==> config.mk <==
export PLATFORM = sky130hd
export DESIGN_NAME = xret_decode
export DESIGN_NICKNAME = d
export VERILOG_FILES = /design/src/rtl/xret_pkg.sv /design/src/rtl/xret_fixed_dec.sv /design/src/rtl/xret_mixed_dec.sv /design/src/rtl/xret_resolve.sv /design/src/rtl/xret_decode.sv
export SDC_FILE = /design/constraint.sdc
export NUM_CORES = 1
export LEC_CHECK = 0
export CAP_MARGIN = 20
export CORE_ASPECT_RATIO = 1.2
export CORE_MARGIN = 5
export CORE_UTILIZATION = 60
export DETAILED_ROUTE_END_ITERATION = 6
export DONT_BUFFER_PORTS = 1
export PLACE_DENSITY = 0.76
export SLEW_MARGIN = 10
export SYNTH_ARGS = -nofsm -noshare
export SYNTH_HDL_FRONTEND = slang
export SYNTH_SLANG_ARGS = --single-unit
==> constraint.sdc <==
create_clock -name clk -period 1.9 [get_ports clk]
set_input_delay 0.38 -clock clk [delete_from_list [all_inputs] [get_ports clk]]
set_output_delay 0.38 -clock clk [all_outputs]
set_load 0.05 [all_outputs]
==> src/rtl/xret_pkg.sv <==
package xret_pkg;
  localparam int MODE_W = 5;
  localparam int EL_W   = 2;

  localparam logic [MODE_W-1:0] MODE_USR = 5'b10000;
  localparam logic [MODE_W-1:0] MODE_SYS = 5'b11111;
  localparam logic [MODE_W-1:0] MODE_HYP = 5'b11010;
  localparam logic [EL_W-1:0]   EL_HYP   = 2'd2;

  typedef enum logic [2:0] {
    ACT_NONE    = 3'd0,
    ACT_RESTORE = 3'd1,
    ACT_DBG     = 3'd2,
    ACT_UNDEF   = 3'd3,
    ACT_NOP     = 3'd4
  } xret_act_e;

  typedef struct packed {
    logic match;
    logic sb_bad;
  } xret_dec_t;
endpackage

==> src/rtl/xret_fixed_dec.sv <==
module xret_fixed_dec
  import xret_pkg::*;
#(
  parameter int IW = 32
) (
  input  logic [IW-1:0] instr,
  output xret_dec_t     dec
);
  localparam logic [3:0] COND_NEVER = 4'hF;
  localparam logic [7:0] OPC_HI     = 8'h16;
  localparam logic [3:0] OPC_LO     = 4'h6;
  localparam logic [3:0] SB_LOW     = 4'hE;

  logic cond_ok, opc_ok, sbz_ok, sbo_ok;

  always_comb begin
    cond_ok    = instr[31:28] != COND_NEVER;
    opc_ok     = (instr[27:20] == OPC_HI) && (instr[7:4] == OPC_LO);
    sbz_ok     = instr[19:8] == 12'h000;
    sbo_ok     = instr[3:0] == SB_LOW;
    dec.match  = cond_ok && opc_ok;
    dec.sb_bad = dec.match && !(sbz_ok && sbo_ok);
  end
endmodule

==> src/rtl/xret_mixed_dec.sv <==
module xret_mixed_dec
  import xret_pkg::*;
#(
  parameter int IW = 32
) (
  input  logic [IW-1:0] instr,
  input  logic          in_cblock,
  input  logic          last_in_cblock,
  output xret_dec_t     dec
);
  localparam logic [15:0] HW_FIRST = 16'hF3DE;

  logic fixed_ok, imm_ok, sb_ok, pos_bad;

  always_comb begin
    fixed_ok   = (instr[31:16] == HW_FIRST) && (instr[15:14] == 2'b10) && !instr[12];
    imm_ok     = instr[7:0] == 8'h00;
    sb_ok      = !instr[13] && (instr[11:8] == 4'hF);
    pos_bad    = in_cblock && !last_in_cblock;
    dec.match  = fixed_ok && imm_ok;
    dec.sb_bad = dec.match && (!sb_ok || pos_bad);
  end
endmodule

==> src/rtl/xret_resolve.sv <==
module xret_resolve
  import xret_pkg::*;
#(
  parameter bit UNPRED_AS_UNDEF = 1'b1
) (
  input  logic              match,
  input  logic              cond_pass,
  input  logic              halted,
  input  logic [MODE_W-1:0] mode,
  input  logic [EL_W-1:0]   el,
  output xret_act_e         act,
  output logic              mode_unpred,
  output logic              use_hyp
);
  localparam xret_act_e UNP_ACT = UNPRED_AS_UNDEF ? ACT_UNDEF : ACT_NOP;

  logic is_usr, is_sys, exec;

  always_comb begin
    is_usr      = mode == MODE_USR;
    is_sys      = mode == MODE_SYS;
    exec        = match && cond_pass;
    use_hyp     = el == EL_HYP;
    act         = ACT_NONE;
    mode_unpred = 1'b0;
    if (exec) begin
      if (!halted) begin
        if (is_usr || is_sys) begin
          act         = UNP_ACT;
          mode_unpred = 1'b1;
        end else begin
          act = ACT_RESTORE;
        end
      end else if (is_usr) begin
        act = ACT_UNDEF;
      end else if (is_sys) begin
        act         = UNP_ACT;
        mode_unpred = 1'b1;
      end else begin
        act = ACT_DBG;
      end
    end
  end
endmodule

==> src/rtl/xret_decode.sv <==
module xret_decode
  import xret_pkg::*;
#(
  parameter int XLEN            = 32,
  parameter bit UNPRED_AS_UNDEF = 1'b1
) (
  input  logic              clk,
  input  logic              rst,
  input  logic              in_valid,
  input  logic [31:0]       instr,
  input  logic              iset_mixed,
  input  logic [4:0]        mode,
  input  logic [1:0]        el,
  input  logic              halted,
  input  logic              cond_pass,
  input  logic              in_cblock,
  input  logic              last_in_cblock,
  input  logic [XLEN-1:0]   gpr_link,
  input  logic [XLEN-1:0]   hyp_link,
  output logic              out_valid,
  output logic              match,
  output logic              src_hyp,
  output logic [XLEN-1:0]   ret_addr,
  output logic              do_restore,
  output logic              do_dbg_restore,
  output logic              ctx_sync,
  output logic              undef_trap,
  output logic              nop,
  output logic              unpred
);
  localparam int IW = 32;

  xret_dec_t dec_fix, dec_mix, dec_sel;
  xret_act_e act;
  logic      mode_unpred, use_hyp;
  logic      exec_q;

  xret_fixed_dec #(.IW(IW)) u_fix (
    .instr (instr),
    .dec   (dec_fix)
  );

  xret_mixed_dec #(.IW(IW)) u_mix (
    .instr          (instr),
    .in_cblock      (in_cblock),
    .last_in_cblock (last_in_cblock),
    .dec            (dec_mix)
  );

  assign dec_sel = iset_mixed ? dec_mix : dec_fix;

  xret_resolve #(.UNPRED_AS_UNDEF(UNPRED_AS_UNDEF)) u_res (
    .match       (dec_sel.match),
    .cond_pass   (cond_pass),
    .halted      (halted),
    .mode        (mode),
    .el          (el),
    .act         (act),
    .mode_unpred (mode_unpred),
    .use_hyp     (use_hyp)
  );

  always_ff @(posedge clk) begin
    if (rst) begin
      out_valid      <= 1'b0;
      match          <= 1'b0;
      src_hyp        <= 1'b0;
      ret_addr       <= '0;
      do_restore     <= 1'b0;
      do_dbg_restore <= 1'b0;
      ctx_sync       <= 1'b0;
      undef_trap     <= 1'b0;
      nop            <= 1'b0;
      unpred         <= 1'b0;
      exec_q         <= 1'b0;
    end else begin
      out_valid      <= in_valid;
      match          <= in_valid && dec_sel.match;
      exec_q         <= in_valid && dec_sel.match && cond_pass;
      unpred         <= in_valid && (dec_sel.sb_bad || mode_unpred);
      do_restore     <= in_valid && (act == ACT_RESTORE);
      do_dbg_restore <= in_valid && (act == ACT_DBG);
      ctx_sync       <= in_valid && (act == ACT_DBG);
      undef_trap     <= in_valid && (act == ACT_UNDEF);
      nop            <= in_valid && (act == ACT_NOP);
      src_hyp        <= in_valid && (act == ACT_RESTORE) && use_hyp;
      if (in_valid && act == ACT_RESTORE)
        ret_addr <= use_hyp ? hyp_link : gpr_link;
      else
        ret_addr <= '0;
    end
  end


  one_action_chk: assert property (@(posedge clk) disable iff (rst)
    (out_valid && exec_q) |-> ($countones({do_restore, do_dbg_restore, undef_trap, nop}) == 1));


  no_exec_quiet_chk: assert property (@(posedge clk) disable iff (rst)
    !exec_q |-> !(do_restore || do_dbg_restore || ctx_sync || undef_trap || nop));


  sync_with_dbg_chk: assert property (@(posedge clk) disable iff (rst)
    ctx_sync |-> (do_dbg_restore && !do_restore));


  latency_chk: assert property (@(posedge clk) disable iff (rst)
    in_valid |=> out_valid);


  idle_quiet_chk: assert property (@(posedge clk) disable iff (rst)
    !out_valid |-> !(match || unpred || src_hyp || (ret_addr != '0)));


  ret_src_chk: assert property (@(posedge clk) disable iff (rst)
    (in_valid && !rst && dec_sel.match && cond_pass && !halted &&
     (mode != MODE_USR) && (mode != MODE_SYS))
    |=> (do_restore && (ret_addr == ($past(el) == EL_HYP ? $past(hyp_link) : $past(gpr_link)))));
endmodule

# --- Word-level counts from Yosys, hierarchy flattened ---
# Index checks and enable logic that the tools add are counted.
classes:
  addsub: 0
  n_mul: 0
  div_mod_pow: 0
  magnitude_cmp: 0
  n_eq_ne: 14
  shifts: 0
  muxes: 12
  bitwise: 1
  reduce_logical: 29
op_table:
  columns: ["cell", "count"]
  rows:
  - ["32-bit two-way mux", 1]
  - ["1-bit logical AND", 18]
  - ["16-bit == test (second input constant)", 1]
  - ["12-bit logical NOT", 1]
  - ["5-bit == test (second input constant)", 2]
  - ["3-bit two-way mux", 3]
  - ["4-bit == test (second input constant)", 2]
  - ["8-bit by 5-bit == test with 1-bit output (second input constant)", 1]
  - ["8-bit logical NOT", 1]
  - ["3-bit by 2-bit == test with 1-bit output (second input constant)", 2]
  - ["1-bit two-way mux", 6]
  - ["1-bit logical NOT", 5]
  - ["2-bit == test (second input constant)", 2]
  - ["4-bit by 3-bit == test with 1-bit output (second input constant)", 1]
  - ["2-bit two-way mux", 2]
  - ["4-bit inequality test (second input constant)", 1]
  - ["3-bit by 1-bit == test with 1-bit output (second input constant)", 1]
  - ["3-bit == test (second input constant)", 1]
  - ["1-bit logical OR", 3]
  - ["2-bit OR reduction", 1]
  - ["1-bit NOT", 1]
word_totals:
  regBits: 40
  latchBits: 0
  ram_bits: 0
  romBits: 0
  input_bits: 111
  out_inout_bits: 41
  word_cells: 65
  mem_count: 0

# --- Depth between registers and ports, before layout ---
# Gate-level depths: netlist of run 1.
logic_depth:
  ltp_word: 12
  depth_mapped: 5
  depth_no_buf: 4

# --- Modules after synthesis ---
# A second synthesis of run 1 with hierarchy kept.
unflattened:
  hier_cells: 168
  area_unflattened_um2: 1914.3
by_module_without_submodules:
  columns: ["mod", "instances", "cells_per_inst", "area_per_inst_um2", "seq_area_each_um2"]
  rows:
  - ["xret_decode", 1, 130, 1621.6, 800.8]
  - ["xret_mixed_dec", 1, 14, 115.1, 0.0]
  - ["xret_fixed_dec", 1, 12, 97.6, 0.0]
  - ["xret_resolve", 1, 12, 80.1, 0.0]

# --- Least setup slack after synthesis of run 1 ---
# No wires, ideal clock.
synth_path:
  path_type: "input -> register"
  startpoint: "input port instr[16]"
  endpoint: "register ret_addr[10]"
  setup_ps: 104
  arrival_ps: 1662
  t_required_ps: 1796
  setup_slack_ps: 134
  stages: 5
  n_path_buf: 1
  cell_sequence: "or4_4 -> nor2_4 -> nand3_4 -> buf_6 -> a2111oi_2"
synth_between:
  elab_chain_cells: 11
synth_lines:
  columns: ["item", "line_no", "text"]
  rows:
  - ["from (decl)", "xret_decode.sv:10", "input logic [31:0] instr,"]
  - ["16-bit == test", "xret_mixed_dec.sv:16", "fixed_ok = (instr[31:16] == HW_FIRST) && (instr[15:14] == 2'b10) && !instr[12];"]
  - ["1-bit logical AND (2 in series)", "xret_mixed_dec.sv:16", null]
  - ["1-bit logical AND", "xret_mixed_dec.sv:20", "dec.match = fixed_ok && imm_ok;"]
  - ["2-bit two-way mux", "xret_decode.sv:50", "assign dec_sel = iset_mixed ? dec_mix : dec_fix;"]
  - ["1-bit logical AND", "xret_resolve.sv:22", "exec = match && cond_pass;"]
  - ["3-bit two-way mux", "xret_resolve.sv:26", "if (exec) begin"]
  - ["3-bit by 1-bit == test with 1-bit output", "xret_decode.sv:87", "if (in_valid && act == ACT_RESTORE)"]
  - ["1-bit logical AND", "xret_decode.sv:87", null]
  - ["1-bit NOT (no source line)", null, null]
  - ["2-bit OR reduction (no source line)", null, null]
  - ["to (signal assigned)", "xret_decode.sv:88", "ret_addr <= use_hyp ? hyp_link : gpr_link;"]
  - ["to (decl)", "xret_decode.sv:23", "output logic [XLEN-1:0] ret_addr,"]
# Every way passes these cells.
# A chain may end at the register's enable or synchronous reset.

# --- Worst setup path after layout of run 1 ---
layout_path:
  startpoint: "input port instr[27]"
  endpoint: "register ret_addr[22]"
layout_between:
  elab_chain_cells: 11
  elab_cells_between_ends: 14
  cone_classes: "3 x eq/ne; 2 x mux; 1 x bitwise; 8 x reduce/logical"
layout_lines:
  columns: ["item", "line_no"]
  rows:
  - ["16-bit == test", "xret_mixed_dec.sv:16"]
  - ["1-bit logical AND (2 in series)", "xret_mixed_dec.sv:16"]
  - ["1-bit logical AND", "xret_mixed_dec.sv:20"]
  - ["2-bit two-way mux (*)", "xret_decode.sv:50"]
  - ["1-bit logical AND (*)", "xret_resolve.sv:22"]
  - ["3-bit two-way mux (*)", "xret_resolve.sv:26"]
  - ["3-bit by 1-bit == test with 1-bit output (*)", "xret_decode.sv:87"]
  - ["1-bit logical AND (*)", "xret_decode.sv:87"]
  - ["1-bit NOT (no source line) (*)", null]
  - ["2-bit OR reduction (no source line) (*)", null]
# Mark *: on every way between the ends. The rest lies on a longest branch, timed or not.

==> flow_summary.toml, run 1 <==
[finish]
drive_gt1_frac = 0.315
regArea_sq_um = 781
layout.cells.non_filler = 202
final_cell_area_sq_mm = 0.00219
fillers = 256
n_antenna_cell = 0
synthToLayoutAreaGrowth_pct = 10.4
multi_input_area_sq_mm = 0.00111
layout.nets = 275

[yosys]
async_flop_share = 0
ys_seq_area_frac = 0.393
ys_warn_count = 0
synth_edf_count = 0
syn_area_sq_mm = 0.00199
yosysTopAreaCellShare = 0.393
synth.distinct_cells = 41
syn-num-nets = 276
ys_ff_latch = 39
synthTopCellsByArea = "dfxtp_1 39%, a2111oi_2 18%, mux2i_1 16%"
ys.flop_type = "dfxtp_1"
synth_cells = 165
yosysTopAreaCell = "dfxtp_1"
syn-mean-instance-area_sq_um = 12.0

[critical_path]
critPathSlowestCell = "a2111oi_0"
endpoint = "ret_addr[22]"
crit_type = "input port to register"
arrival_ns = 1.79
required_ns = 2.06
slowest_delay_ns = 0.40
start_kind = "input port"
worstPathCellList = "nor4_1 -> nor2b_1 -> nand3_4 -> buf_12 -> a2111oi_0"
crit_path_max_fanout = 20
critical_path.startpoint = "instr[27]"
endpoint_kind = "register"

[placed_design]
dp_hpwl_mm = 3.75
dpl_cell_area_sq_mm = 0.00208
portBuffers = 0
gp_congestion = 0.731
placed_cells = 194

[timing]
worstMarginPinSlew_ns = 0.521
slew_viol_final = 0
period_share = 0.858
setup_viol = 0
finalCriticalPeriod_ns = 1.63
rsz0062_at_grt = "no"
finalSetupTns_ns = 0
max_freq_mhz = 614
hold_violations = 0
maxSlewHeadroom = 0.652

[hold_path]
whs_path_depth = 2
holdCritPathClass = "input port to register"

[drt]
vias_per_cell = 7.08
drc = 0
detail-route-antenna-nets = 0
wirelength_mm = 4.93
wl_per_cell_um = 24.4
drt-pass1-iter-count = 4
drt_iter0_drc = 76
vias = 1431

[cts]
post_cts_resized = 0
clk_pin_slew_ns = 0.08
clock_sinks = 39
cts_buffer_depth = 2
cts_tree = "yes"
cts_inserted_buffers = 5
hold_buffers = 0
post_cts_buffers = 0
htree_levels = 2
cts_root_buf = "clkbuf_8"

[power_and_ir_drop]
ir_worst_vdd_mv = 0.570
clkPwrFrac = 0.409
p_per_area_mw_per_mm2 = 751
seqPwrFrac = 0.499
p_switching_w = 0.000377
p_leak_nw = 0.657
combPwrFrac = 0.092
swShare = 0.229
p_int_w = 0.00127

[global_route]
gr-total-overflow = 0
grt_pass1_vias = 1541
track_usage = 0.217
antenna_found_initial = 0
grt_pass1_wl_mm = 8.05
grt_max_degree = 34

[floorplan]
num_io_pins = 152
die_area_sq_mm = 0.00456
core-area_sq_mm = 0.00328
die_h_um = 73.0
die_w_um = 62.5
initial_core_util = 0.605
row_count = 23

[status]
status = "finished clean"

[job]
max_cap_violations = 0
[cell families after synthesis]
kind of cell,share of synthesized area
compound gates,0.266
mux,0.161
other cells,0.00189
simple gates,0.122
flops,0.393
buf+inv,0.0554
[stage by stage]
stage	util	setup slack [ns]	total power [W]	hold WS [ns]
2_1_floorplan	-	0.134	0.000964	0.511
3_3_place_gp	0.634	0.0844	0.000986	0.518
3_5_place_dp	0.634	-0.00757	0.000994	0.520
4_1_cts	0.668	0.291	0.00166	0.212
5_1_grt	0.668	0.115	0.00172	0.212
6_report	0.668	0.271	0.00165	0.218
[worst min path at each step]
stage,endpoint,slack [ns],start
3_3_place_gp,ctx_sync,0.52,halted
4_1_cts,src_hyp,0.21,cond_pass
2_1_floorplan,ctx_sync,0.51,halted
3_5_place_dp,ctx_sync,0.52,halted
6_report,ctx_sync,0.22,halted
5_1_grt,src_hyp,0.21,cond_pass
[routing by layer]
layer,vias up,GRT usage,share of wire
met5,-,0,0
met3,5,0.0878,0.097
li1,663,-,-
met2,92,0.368,0.53
met4,0,0.0637,0.012
met1,671,0.254,0.36
[power groups by stage]
stage	clock, W	sequential [W]	combinational [W]
after floorplan	0	0.000841	0.000123
after global placement	0	0.000841	0.000144
after detailed placement	0	0.000841	0.000152
after CTS	0.000688	0.000822	0.000152
after global routing	0.000734	0.000822	0.000163
final	0.000673	0.000822	0.000151
[layout by cell type (no fill, tap or decap), types with 2 or more instances in the layout]
cell and n:
nand4bb_1 3, a2111oi_2 24, nand4_1 3, dfxtp_1 39, a211oi_1 3, a21oi_1 3
clkbuf_8 5, mux2i_1 32, buf_12 5, nor4bb_1 2, buf_4 5, a2111oi_0 7
nand2_2 2, nor4_1 2, nand2_1 2
[critical path: cells and delay by family]
kind	cells	cell delay, ns
simple gates	3	0.80
compound gates	1	0.40
buf+inv	1	0.20
[cells in the mapped netlist (all sizes together) (2+ instances only)]
cell type	n
a2111oi	32
a211oi	3
a21oi	3
buf	13
clkbuf	5
dfxtp	39
inv	2
mux2i	32
nand2	4
nand2b	2
nand3	2
nand4	3
nand4bb	3
nor2b	2
nor4	3
nor4bb	2
[flip-flops by register name (all words and copies together) (netlist names)]
| name | cells |
|---|---|
| unpred | 1 |
| do_restore | 1 |
| ctx_sync | 1 |
| undef_trap | 1 |
| match | 1 |
| ret_addr | 32 |
| out_valid | 1 |
| src_hyp | 1 |
[layout make-up]
class                   count  share of cell area
multi-input cells         106               0.505
flip-flops and latches     39               0.356
repair buffers             10              0.0628
clock buffers               5              0.0314
well taps                  37              0.0211
clock inverters             3              0.0200
inverters                   2             0.00342
Note: power is estimated with default switching activity, not from simulation.
==> run 2: changes to the inputs <==
--- a/config.mk
+++ b/config.mk
@@ -15,4 +15,5 @@
 export SLEW_MARGIN = 10
 export SYNTH_ARGS = -nofsm -noshare
 export SYNTH_HDL_FRONTEND = slang
+export SYNTH_HIERARCHICAL = 1
 export SYNTH_SLANG_ARGS = --single-unit
==> flow_summary.toml, run 2 <==
[global_route]
grt_max_degree = 38
grt_pass1_wl_mm = 6.20
track_usage = 0.185
grt_pass1_vias = 1378
antenna_found_initial = 0
gr-total-overflow = 0

[critical_path]
crit_cells = 9
start_kind = "input port"
critPathSlowestCell = "nor4_2"
crit_type = "input port to register"
path_buf_inv = 1
worstPathCellList = "nand4b_1 -> nor4_2 -> and4_1 -> mux2_4 -> nand2_4 -> a21oi_4 -> nand4bb_2 -> buf_4 -> nor3_2"
critical_path.startpoint = "instr[2]"
required_ns = 2.17
endpoint_kind = "register"
slowest_delay_ns = 0.28
path_delay_family = "simple AND/OR/NAND/NOR gates"
arrival_ns = 1.94
crit_path_max_fanout = 10

[hold_path]
whs_path_depth = 2
hold_start = "gpr_link[18]"
holdCritPathClass = "input port to register"

[yosys]
syn-mean-instance-area_sq_um = 11.4
syn_area_sq_mm = 0.00191
ys_ff_latch = 40
ys_seq_area_frac = 0.418
async_flop_share = 0
ys.flop_type = "dfxtp_1"
synthTopCellsByArea = "dfxtp_1 42%, mux2i_1 17%, nor3_2 15%"
yosysTopAreaCellShare = 0.418
synth_cells = 168
yosysMostFrequentCell = "dfxtp_1"
synthTopCellsByCount = "40 x dfxtp_1, 33 x mux2i_1, 29 x nor3_2, 7 x buf_4, 5 x nor3_1"
ys_warn_count = 6
synth.distinct_cells = 31
syn-num-nets = 279
yosysTopAreaCell = "dfxtp_1"
synth_edf_count = 0

[placed_design]
gp_congestion = 0.823
portBuffers = 0
dp_hpwl_mm = 3.40

[timing]
hold_ws_ns = 0.214
period_share = 0.881
maxSlewHeadroom = 0.660
finalCriticalPeriod_ns = 1.67
hold_violations = 0
setup_viol = 0
slew_viol_final = 0
rsz0062_at_grt = "no"
finalSetupTns_ns = 0
max_freq_mhz = 597
worstMarginPinSlew_ns = 0.510

[cts]
cts_inserted_buffers = 5
post_cts_resized = 0
cts_tree = "yes"
cts_root_buf = "clkbuf_4"
clk_pin_slew_ns = 0.11
hold_buffers = 0
clock_sinks = 40
htree_levels = 2
cts_buffer_depth = 2
post_cts_buffers = 0

[floorplan]
die_w_um = 61.6
die_h_um = 71.9
row_count = 22
initial_core_util = 0.627
die_area_sq_mm = 0.00442
core-area_sq_mm = 0.00306
num_io_pins = 152

[drt]
wirelength_mm = 4.22
drt_iter0_drc = 28
detail-route-antenna-nets = 0
vias_per_cell = 6.28
vias = 1281
wl_per_cell_um = 20.7
drc = 0
drt-pass1-iter-count = 5

[finish]
layout_commonest_cell = "dfxtp_1"
final_core_util = 0.673
synthToLayoutAreaGrowth_pct = 7.45
drive_gt1_frac = 0.339
top_register = "ret_addr"
largest_reg_flops = 32
layout.nets = 278
n_antenna_cell = 0
mostFrequentLayoutCells = "40 x dfxtp_1, 33 x mux2i_1, 29 x nor3_2, 5 x nor3_1, 5 x clkbuf_4"

[power_and_ir_drop]
p_leak_nw = 0.662
seqPwrFrac = 0.539
swShare = 0.210
ir_worst_vdd_mv = 0.522
p_switching_w = 0.000330
p_per_area_mw_per_mm2 = 765
combPwrFrac = 0.075
clkPwrFrac = 0.386
p_int_w = 0.00124

[status]
status = "finished clean"

[job]
max_cap_violations = 0
==> run 2: layout make-up <==
type / instances / area, sq um
Clock buffer: 7 / 65.1
Inverter: 3 / 11.3
Tap cell: 36 / 45.0
Timing Repair Buffer: 6 / 70.1
Multi-Input combinational cell: 111 / 1030
Fill cell: 264 / 998
Sequential cell: 40 / 801
Clock inverter: 1 / 30.0
==> run 2: final timing paths <==
| path | end | slack (ns) |
|---|---|---|
| hold / removal | ret_addr[18] | 0.21 |
| setup / recovery | ret_addr[1] | 0.23 |
==> run 2: kinds of logic (layout without fill, tap and decap cells) <==
family          after synthesis  after routing  synth area share
simple gates                 70             70             0.323
other cells                   1              1           0.00196
buf+inv                      17             17            0.0614
flops                        40             40             0.418
compound gates                6              6            0.0170
mux                          34             34             0.178
==> run 2: routing by layer <==
layer / share of wire / vias to the layer above / track usage
met3: 0.15 / 7 / 0.0937
met5: 0 / - / 0
met2: 0.54 / 79 / 0.321
met1: 0.29 / 582 / 0.182
met4: 0.014 / 0 / 0.0708
li1: - / 613 / -
==> run 2: stage by stage <==
stage	std cells	cell area, sq um	setup WS, ns	power, W
after detailed placement	196	1960	-0.142	0.000984
after global routing	204	2060	0.0880	0.00165
after CTS	204	2060	0.231	0.00159
after global placement	196	1960	-0.0614	0.000980
final	204	2060	0.225	0.00157
after floorplan	168	1960	-0.0230	0.000977
==> run 2: power by group through the flow <==
stage	clock network, W	logic [W]	registers, W
final	0.000607	0.000118	0.000848
after detailed placement	0	0.000117	0.000867
after CTS	0.000629	0.000117	0.000848
after floorplan	0	0.000110	0.000867
after global routing	0.000676	0.000129	0.000849
after global placement	0	0.000113	0.000867
